`src/rtl/cache_tag_pkg.sv`:
```
package cache_tag_pkg;
  typedef enum logic [1:0] {
    ST_IDLE    = 2'd0,
    ST_NL_REQ  = 2'd1,
    ST_NL_WAIT = 2'd2
  } ctl_state_e;
endpackage

```
`src/rtl/ctag_addr_split.sv`:
```
module ctag_addr_split #(
  parameter int ADDR_W = 16,
  parameter int OFF_W  = 4,
  parameter int IDX_W  = 2,
  localparam int TAG_W = ADDR_W - OFF_W - IDX_W
) (
  input  logic [ADDR_W-1:0] addr,
  output logic [IDX_W-1:0]  idx,
  output logic [TAG_W-1:0]  tag
);
  assign idx = addr[OFF_W +: IDX_W];
  assign tag = addr[ADDR_W-1 -: TAG_W];
endmodule

```
`src/rtl/ctag_way_match.sv`:
```
module ctag_way_match #(
  parameter int WAYS  = 4,
  parameter int TAG_W = 10
) (
  input  logic [WAYS-1:0]            valid,
  input  logic [WAYS-1:0][TAG_W-1:0] tags,
  input  logic [TAG_W-1:0]           tag,
  output logic [WAYS-1:0]            hit_oh,
  output logic                       hit
);
  for (genvar w = 0; w < WAYS; w++) begin : g_cmp
    assign hit_oh[w] = valid[w] && (tags[w] == tag);
  end
  assign hit = |hit_oh;
endmodule

```
`src/rtl/ctag_lru_rank.sv`:
```
module ctag_lru_rank #(
  parameter int WAYS  = 4,
  parameter int AGE_W = 2
) (
  input  logic [WAYS-1:0][AGE_W-1:0] age_in,
  input  logic [WAYS-1:0]            hit_oh,
  input  logic                       use_victim,
  output logic [WAYS-1:0][AGE_W-1:0] age_out,
  output logic [WAYS-1:0]            victim_oh
);
  localparam logic [AGE_W-1:0] OLDEST = AGE_W'(WAYS - 1);

  logic [WAYS-1:0]  touch_oh;
  logic [AGE_W-1:0] touch_age;

  for (genvar w = 0; w < WAYS; w++) begin : g_vic
    assign victim_oh[w] = (age_in[w] == OLDEST);
  end

  assign touch_oh = use_victim ? victim_oh : hit_oh;

  always_comb begin
    touch_age = '0;
    for (int w = 0; w < WAYS; w++) begin
      if (touch_oh[w]) touch_age = touch_age | age_in[w];
    end
  end

  always_comb begin
    for (int w = 0; w < WAYS; w++) begin
      if (touch_oh[w])                 age_out[w] = '0;
      else if (age_in[w] < touch_age)  age_out[w] = age_in[w] + 1'b1;
      else                             age_out[w] = age_in[w];
    end
  end
endmodule

```
`src/rtl/cache_tag_ctrl.sv`:
```
module cache_tag_ctrl
  import cache_tag_pkg::*;
#(
  parameter int ADDR_W      = 16,
  parameter int NUM_SETS    = 4,
  parameter int NUM_WAYS    = 4,
  parameter int BLOCK_BYTES = 16,
  parameter int HIT_LAT     = 2,
  parameter int MEM_LAT     = 20,
  parameter int INCLUSIVE   = 1,
  parameter int NUM_UP      = 2,
  parameter int LAT_W       = 8,
  parameter int CNT_W       = 24
) (
  input  logic              clk,
  input  logic              rst_n,
  input  logic              req_valid,
  output logic              req_ready,
  input  logic [ADDR_W-1:0] req_addr,
  output logic              rsp_valid,
  output logic              rsp_hit,
  output logic [LAT_W-1:0]  rsp_lat,
  input  logic              nl_present,
  output logic              nl_req_valid,
  input  logic              nl_req_ready,
  output logic [ADDR_W-1:0] nl_req_addr,
  input  logic              nl_rsp_valid,
  input  logic [LAT_W-1:0]  nl_rsp_lat,
  input  logic              inv_in_valid,
  input  logic [ADDR_W-1:0] inv_in_addr,
  input  logic [NUM_UP-1:0] up_present,
  output logic [NUM_UP-1:0] up_inv_valid,
  output logic [ADDR_W-1:0] up_inv_addr,
  output logic [CNT_W-1:0]  cnt_refs,
  output logic [CNT_W-1:0]  cnt_miss,
  output logic [CNT_W-1:0]  cnt_pen
);
  localparam int OFF_W = $clog2(BLOCK_BYTES);
  localparam int IDX_W = $clog2(NUM_SETS);
  localparam int TAG_W = ADDR_W - OFF_W - IDX_W;
  localparam int AGE_W = $clog2(NUM_WAYS);

  typedef logic [NUM_SETS-1:0][NUM_WAYS-1:0]            valid_arr_t;
  typedef logic [NUM_SETS-1:0][NUM_WAYS-1:0][TAG_W-1:0] tag_arr_t;
  typedef logic [NUM_SETS-1:0][NUM_WAYS-1:0][AGE_W-1:0] age_arr_t;

  // reset: asserted asynchronously, released through two flops
  logic rst_meta_q, rst_n_s;
  always_ff @(posedge clk or negedge rst_n) begin
    if (!rst_n) begin
      rst_meta_q <= 1'b0;
      rst_n_s    <= 1'b0;
    end else begin
      rst_meta_q <= 1'b1;
      rst_n_s    <= rst_meta_q;
    end
  end

  ctl_state_e        state_q, state_d;
  logic [ADDR_W-1:0] pend_q;
  logic              pend_en;
  valid_arr_t        valid_q, valid_d;
  tag_arr_t          tag_q, tag_d;
  age_arr_t          age_q, age_d;
  logic              arr_en;

  logic              rsp_valid_d, rsp_hit_d;
  logic [LAT_W-1:0]  rsp_lat_d;
  logic [NUM_UP-1:0] up_inv_d;
  logic [ADDR_W-1:0] up_addr_d;
  logic              inv_fire;

  logic [ADDR_W-1:0] acc_addr;
  logic [IDX_W-1:0]  acc_idx, iv_idx;
  logic [TAG_W-1:0]  acc_tag, iv_tag, vic_tag;
  logic [NUM_WAYS-1:0] acc_hit_oh, iv_hit_oh, victim_oh;
  logic              acc_hit, iv_hit;
  logic [NUM_WAYS-1:0][AGE_W-1:0] age_next;
  logic              victim_valid;

  logic              accept, hit_evt, miss_evt, fill_now, touch;
  logic [LAT_W-1:0]  fill_lat;

  // ---------------- lookup path ----------------
  assign acc_addr = (state_q == ST_IDLE) ? req_addr : pend_q;

  ctag_addr_split #(.ADDR_W(ADDR_W), .OFF_W(OFF_W), .IDX_W(IDX_W)) u_split_acc (
    .addr(acc_addr), .idx(acc_idx), .tag(acc_tag)
  );
  ctag_addr_split #(.ADDR_W(ADDR_W), .OFF_W(OFF_W), .IDX_W(IDX_W)) u_split_inv (
    .addr(inv_in_addr), .idx(iv_idx), .tag(iv_tag)
  );
  ctag_way_match #(.WAYS(NUM_WAYS), .TAG_W(TAG_W)) u_match_acc (
    .valid(valid_q[acc_idx]), .tags(tag_q[acc_idx]), .tag(acc_tag),
    .hit_oh(acc_hit_oh), .hit(acc_hit)
  );
  ctag_way_match #(.WAYS(NUM_WAYS), .TAG_W(TAG_W)) u_match_inv (
    .valid(valid_q[iv_idx]), .tags(tag_q[iv_idx]), .tag(iv_tag),
    .hit_oh(iv_hit_oh), .hit(iv_hit)
  );
  ctag_lru_rank #(.WAYS(NUM_WAYS), .AGE_W(AGE_W)) u_lru (
    .age_in(age_q[acc_idx]), .hit_oh(acc_hit_oh), .use_victim(fill_now),
    .age_out(age_next), .victim_oh(victim_oh)
  );

  always_comb begin
    vic_tag = '0;
    for (int w = 0; w < NUM_WAYS; w++) begin
      if (victim_oh[w]) vic_tag = vic_tag | tag_q[acc_idx][w];
    end
  end
  assign victim_valid = |(victim_oh & valid_q[acc_idx]);

  // ---------------- control ----------------
  assign req_ready = (state_q == ST_IDLE) && !inv_in_valid;
  assign accept    = req_valid && req_ready;
  assign hit_evt   = accept && acc_hit;
  assign miss_evt  = accept && !acc_hit;
  assign fill_now  = (miss_evt && !nl_present) ||
                     ((state_q == ST_NL_WAIT) && nl_rsp_valid);
  assign fill_lat  = (state_q == ST_NL_WAIT) ? nl_rsp_lat : LAT_W'(MEM_LAT);
  assign touch     = hit_evt || fill_now;

  assign nl_req_valid = (state_q == ST_NL_REQ);
  assign nl_req_addr  = pend_q;

  always_comb begin
    state_d = state_q;
    pend_en = 1'b0;
    unique case (state_q)
      ST_IDLE: if (miss_evt && nl_present) begin
        state_d = ST_NL_REQ;
        pend_en = 1'b1;
      end
      ST_NL_REQ:  if (nl_req_ready) state_d = ST_NL_WAIT;
      ST_NL_WAIT: if (nl_rsp_valid) state_d = ST_IDLE;
      default:    state_d = ST_IDLE;
    endcase
  end

  if (INCLUSIVE != 0) begin : g_incl
    assign inv_fire = fill_now && victim_valid;
  end else begin : g_excl
    assign inv_fire = 1'b0;
  end

  // ---------------- array next state ----------------
  always_comb begin
    valid_d = valid_q;
    tag_d   = tag_q;
    age_d   = age_q;
    if (inv_in_valid && iv_hit)
      valid_d[iv_idx] = valid_q[iv_idx] & ~iv_hit_oh;
    if (touch)
      age_d[acc_idx] = age_next;
    if (fill_now) begin
      for (int w = 0; w < NUM_WAYS; w++) begin
        if (victim_oh[w]) begin
          valid_d[acc_idx][w] = 1'b1;
          tag_d[acc_idx][w]   = acc_tag;
        end
      end
    end
  end
  assign arr_en = (inv_in_valid && iv_hit) || touch;

  always_comb begin
    rsp_valid_d = hit_evt || fill_now;
    rsp_hit_d   = hit_evt;
    rsp_lat_d   = hit_evt ? LAT_W'(HIT_LAT) : fill_lat;
    up_inv_d    = inv_fire ? up_present : '0;
    up_addr_d   = {vic_tag, acc_idx, {OFF_W{1'b0}}};
  end

  // ---------------- registers ----------------
  always_ff @(posedge clk or negedge rst_n_s) begin
    if (!rst_n_s) begin
      state_q <= ST_IDLE;
      pend_q  <= '0;
      valid_q <= '0;
      tag_q   <= '0;
      for (int s = 0; s < NUM_SETS; s++)
        for (int w = 0; w < NUM_WAYS; w++)
          age_q[s][w] <= AGE_W'(w);
    end else begin
      state_q <= state_d;
      if (pend_en) pend_q <= req_addr;
      if (arr_en) begin
        valid_q <= valid_d;
        tag_q   <= tag_d;
        age_q   <= age_d;
      end
    end
  end

  always_ff @(posedge clk or negedge rst_n_s) begin
    if (!rst_n_s) begin
      rsp_valid    <= 1'b0;
      rsp_hit      <= 1'b0;
      rsp_lat      <= '0;
      up_inv_valid <= '0;
      up_inv_addr  <= '0;
      cnt_refs     <= '0;
      cnt_miss     <= '0;
      cnt_pen      <= '0;
    end else begin
      rsp_valid    <= rsp_valid_d;
      up_inv_valid <= up_inv_d;
      if (rsp_valid_d) begin
        rsp_hit <= rsp_hit_d;
        rsp_lat <= rsp_lat_d;
      end
      if (inv_fire) up_inv_addr <= up_addr_d;
      if (accept)   cnt_refs <= cnt_refs + 1'b1;
      if (miss_evt) cnt_miss <= cnt_miss + 1'b1;
      if (fill_now) cnt_pen  <= cnt_pen + CNT_W'(fill_lat);
    end
  end

  // ---------------- assertions ----------------
  a_r2_hit_lat: assert property (@(posedge clk) disable iff (!rst_n_s)
    (rsp_valid && rsp_hit) |-> (rsp_lat == LAT_W'(HIT_LAT)));

  a_r8_refs_step: assert property (@(posedge clk) disable iff (!rst_n_s)
    1'b1 |=> (cnt_refs == $past(cnt_refs)) || (cnt_refs == $past(cnt_refs) + 1'b1));

  a_r8_miss_le_refs: assert property (@(posedge clk) disable iff (!rst_n_s)
    cnt_miss <= cnt_refs);

  a_r10_stall: assert property (@(posedge clk) disable iff (!rst_n_s)
    (req_valid && req_ready && !acc_hit && nl_present) |=> !req_ready);

  a_r4_nl_hold: assert property (@(posedge clk) disable iff (!rst_n_s)
    (nl_req_valid && !nl_req_ready) |=> (nl_req_valid && $stable(nl_req_addr)));

  a_r7_inv_mask: assert property (@(posedge clk) disable iff (!rst_n_s)
    1'b1 |=> ((up_inv_valid & ~$past(up_present)) == '0));

  a_r5_victim_onehot: assert property (@(posedge clk) disable iff (!rst_n_s)
    $onehot(victim_oh));

  a_r9_inv_blocks: assert property (@(posedge clk) disable iff (!rst_n_s)
    inv_in_valid |-> !req_ready);
endmodule

```
`config.mk`:
```
export PLATFORM = sky130hd
export DESIGN_NAME = cache_tag_ctrl
export DESIGN_NICKNAME = d
export VERILOG_FILES = /design/src/rtl/cache_tag_pkg.sv /design/src/rtl/ctag_addr_split.sv /design/src/rtl/ctag_way_match.sv /design/src/rtl/ctag_lru_rank.sv /design/src/rtl/cache_tag_ctrl.sv
export SDC_FILE = /design/constraint.sdc
export NUM_CORES = 1
export LEC_CHECK = 0
export BUFFER_PORTS_ARGS = -buffer_cell sky130_fd_sc_hd__buf_2
export CORE_UTILIZATION = 54
export CTS_BUF_LIST = sky130_fd_sc_hd__clkbuf_4 sky130_fd_sc_hd__clkbuf_8
export DETAILED_ROUTE_END_ITERATION = 10
export MAX_ROUTING_LAYER = met4
export PLACE_DENSITY = 0.85
export SLEW_MARGIN = 25
export SYNTH_ARGS = -nofsm -noshare
export SYNTH_HDL_FRONTEND = slang
export SYNTH_SLANG_ARGS = --single-unit
```
`constraint.sdc`:
```
create_clock -name clk -period 29 [get_ports clk]
set_input_delay 4.35 -clock clk [delete_from_list [all_inputs] [get_ports clk]]
set_output_delay 4.35 -clock clk [all_outputs]
set_load 0.01 [all_outputs]
```
==> metrics.cfg <==
[yosys]
synth.distinct_cells=88
synth_top_area_cell=dfrtp_1
netlist_area_um2=18300
syn_inst=1845
synth_flop_cell=dfrtp_1
syn_area_per_cell_um2=9.94
synth_edf_count=0
synthTopCellsByArea=dfrtp_1 42%, mux4_2 6.6%, o21ai_0 5.1%, nand2_1 4.7%, xnor2_1 4.5%
yosysSeqAreaShare=0.443
synth_top_cell_area_share=0.420
ys_ff_latch=324
yosys_warnings=0
async_flop_share=1.00

[sta]
fin_crit_ps=9930
max_freq_mhz=101
drv_slew=0
finalSetupViolCount=0
setup_tns_ps=0
period_share=0.342
finClkSkew_ps=39.5
relSlewSlack=0.322
fin_hold_ws_ps=166
finalHoldViolations=0
grt_setup_unrepaired=no
worst_pin_slew_ps=1010

[setup_path]
startpoint=req_addr[4]
r2r_start=state_q[0]
crit_arrival_ps=10390
startpoint_type=input pin
crit_fanout=40
end_kind=register
critPathKind=input pin to register
worstPathRequired_ps=29460

[clock_tree]
path_clk_slew_ps=60
cts_setup_buffers=0
cts_tree=yes
cts_buffers=54
cts_buffer_depth=3
cts_resized=0
cts-htree-levels=2
clockRootBuffer=clkbuf_8
clk_latency_ps=630
holdBufCountCts=0
clkSinkCount=324

[flow_run]
maxCapViolations=0

[power_and_ir_drop]
ir_drop_mv=0.0434
power_density_nw_per_um2=62.6
leakage_nw=9.31

[global_routing]
grt_pass1_vias=15200
grt_overflow_total=0
grt_pass1_wl_mm=82.5
antenna_found_initial=2
grt.total_usage=0.319
grt_max_degree=179

[outcome]
failed_checks=DRC
outcome=finished, violations left

[route]
vias_per_cell=6.50
drt_wl_total_mm=54.3
drtAntennaViolNets=0
vias=15900
drt_iter0_drc=1964
drc=4
dr.pass1.iters=10
wire_per_inst_um=22.2

[die]
core-area_um2=33400
die_w_um=186
die_h_um=186
start_util=0.548
dieArea_um2=34700
placementRows=67
ios=167

[layout]
drive_gt1_frac=0.223
final_nets=2016
final_cell_mix=307 x dfrtp_1, 228 x nand2_1, 187 x o21ai_0, 158 x buf_2, 129 x nand3_1
final_common_cell=dfrtp_1
syn_to_final_growth_pct=12.1

[placed_design]
io_buffers=158
dpl.hpwl_mm=35.3
finalWeightedCongestion=0.959

[hold_path]
hold_class=register to async pin

## report_power, final
group	leakage [nW]	switching [mW]	total [mW]	internal, mW
Combinational	4.28	0.210	0.320	0.110
Sequential	4.36	0.0299	0.509	0.479
Clock	0.662	0.193	0.456	0.262
Total	9.31	0.433	1.29	0.852
## worst max-delay path, cell delays in order
cell	delay, ps
buf_2	90
nor3b_1	450
or2_2	780
buf_4	560
nand2_1	110
a32o_1	320
or4b_4	570
a2111oi_4	650
a221o_2	320
o31a_1	220
inv_1	120
a211oi_1	590
ha_1	290
o311a_1	180
nand3_1	110
nor3b_1	170
o21ai_0	350
o21ai_0	150
## cell type report
| cell class | instances | area (um^2) |
|---|---|---|
| Sequential cell | 324 | 8130 |
| Tap cell | 448 | 561 |
| Antenna cell | 3 | 7.51 |
| Inverter | 26 | 97.6 |
| Fill cell | 2627 | 12900 |
| Multi-Input combinational cell | 1362 | 9510 |
| Timing Repair Buffer | 180 | 992 |
| Clock buffer | 90 | 1120 |
| Clock inverter | 11 | 126 |
## cells by family (layout without fill, tap and decap cells)
kind of cell	after synthesis	after routing	share of synthesized area
flops	324	324	0.443
buf+inv	162	307	0.0414
simple gates	607	607	0.160
fa+ha+maj	19	19	0.0134
compound gates	425	425	0.142
other cells	2	8	0.000410
mux	179	179	0.139
xor+xnor	127	127	0.0607
## final timing paths
| check | end | slack (ps) | depth (start not counted) |
|---|---|---|---|
| setup / recovery | age_q[24] | 19070 | 18 |
| hold / removal | age_q[27] | 170 | 0 |
| setup reg to reg | age_q[24] | 22270 | 17 |
| hold reg to reg | age_q[27] | 170 | 0 |
| max in group asynchronous | rst_n_s | 25360 | 1 |
| min in group clk | rst_n_s | 350 | 0 |
## Yosys cell counts, types with 12 or more instances
cell and count:
dfrtp_1 308, nand2_1 228, o21ai_0 187, nand3_1 129, a21oi_1 94, xnor2_1 94
nor2_1 90, mux2i_1 66, clkbuf_1 59, mux2_2 56, mux4_2 54, and3_1 39
buf_2 37, xor2_1 33, nand4_1 30, inv_1 26, a21o_1 19, ha_1 18
dfstp_2 16, a31oi_1 14, and2_1 14, nor2b_1 14, a32oi_1 12, buf_1 12
clkbuf_2 12
## metrics by stage
step / worst slack, ps / utilization / instance area (um^2) / total power [mW] / std cells
floorplan: 19330 / - / 18300 / 0.713 / 1848
global placement: 18810 / 0.576 / 19300 / 0.811 / 2339
detailed placement: 18640 / 0.576 / 19300 / 0.823 / 2339
CTS: 19260 / 0.613 / 20500 / 1.28 / 2440
global route: 18840 / 0.614 / 20500 / 1.33 / 2443
finish: 19070 / 0.614 / 20500 / 1.29 / 2444
## state kept, by name, indices dropped and copies added (netlist names), 12 cells and up
signal	cells
up_inv_addr	12
cnt_miss	24
age_q	32
cnt_refs	24
nl_req_addr	16
tag_q	160
cnt_pen	24
valid_q	16
## layer usage
layer,up-vias,GRT usage,wire (um)
met5,-,-,0
met1,7662,0.388,20200
met3,293,0.0956,6430
met2,1073,0.463,23900
met4,0,0.202,3800
li1,6854,-,-
No activity file was read; power rests on OpenSTA's default activity.
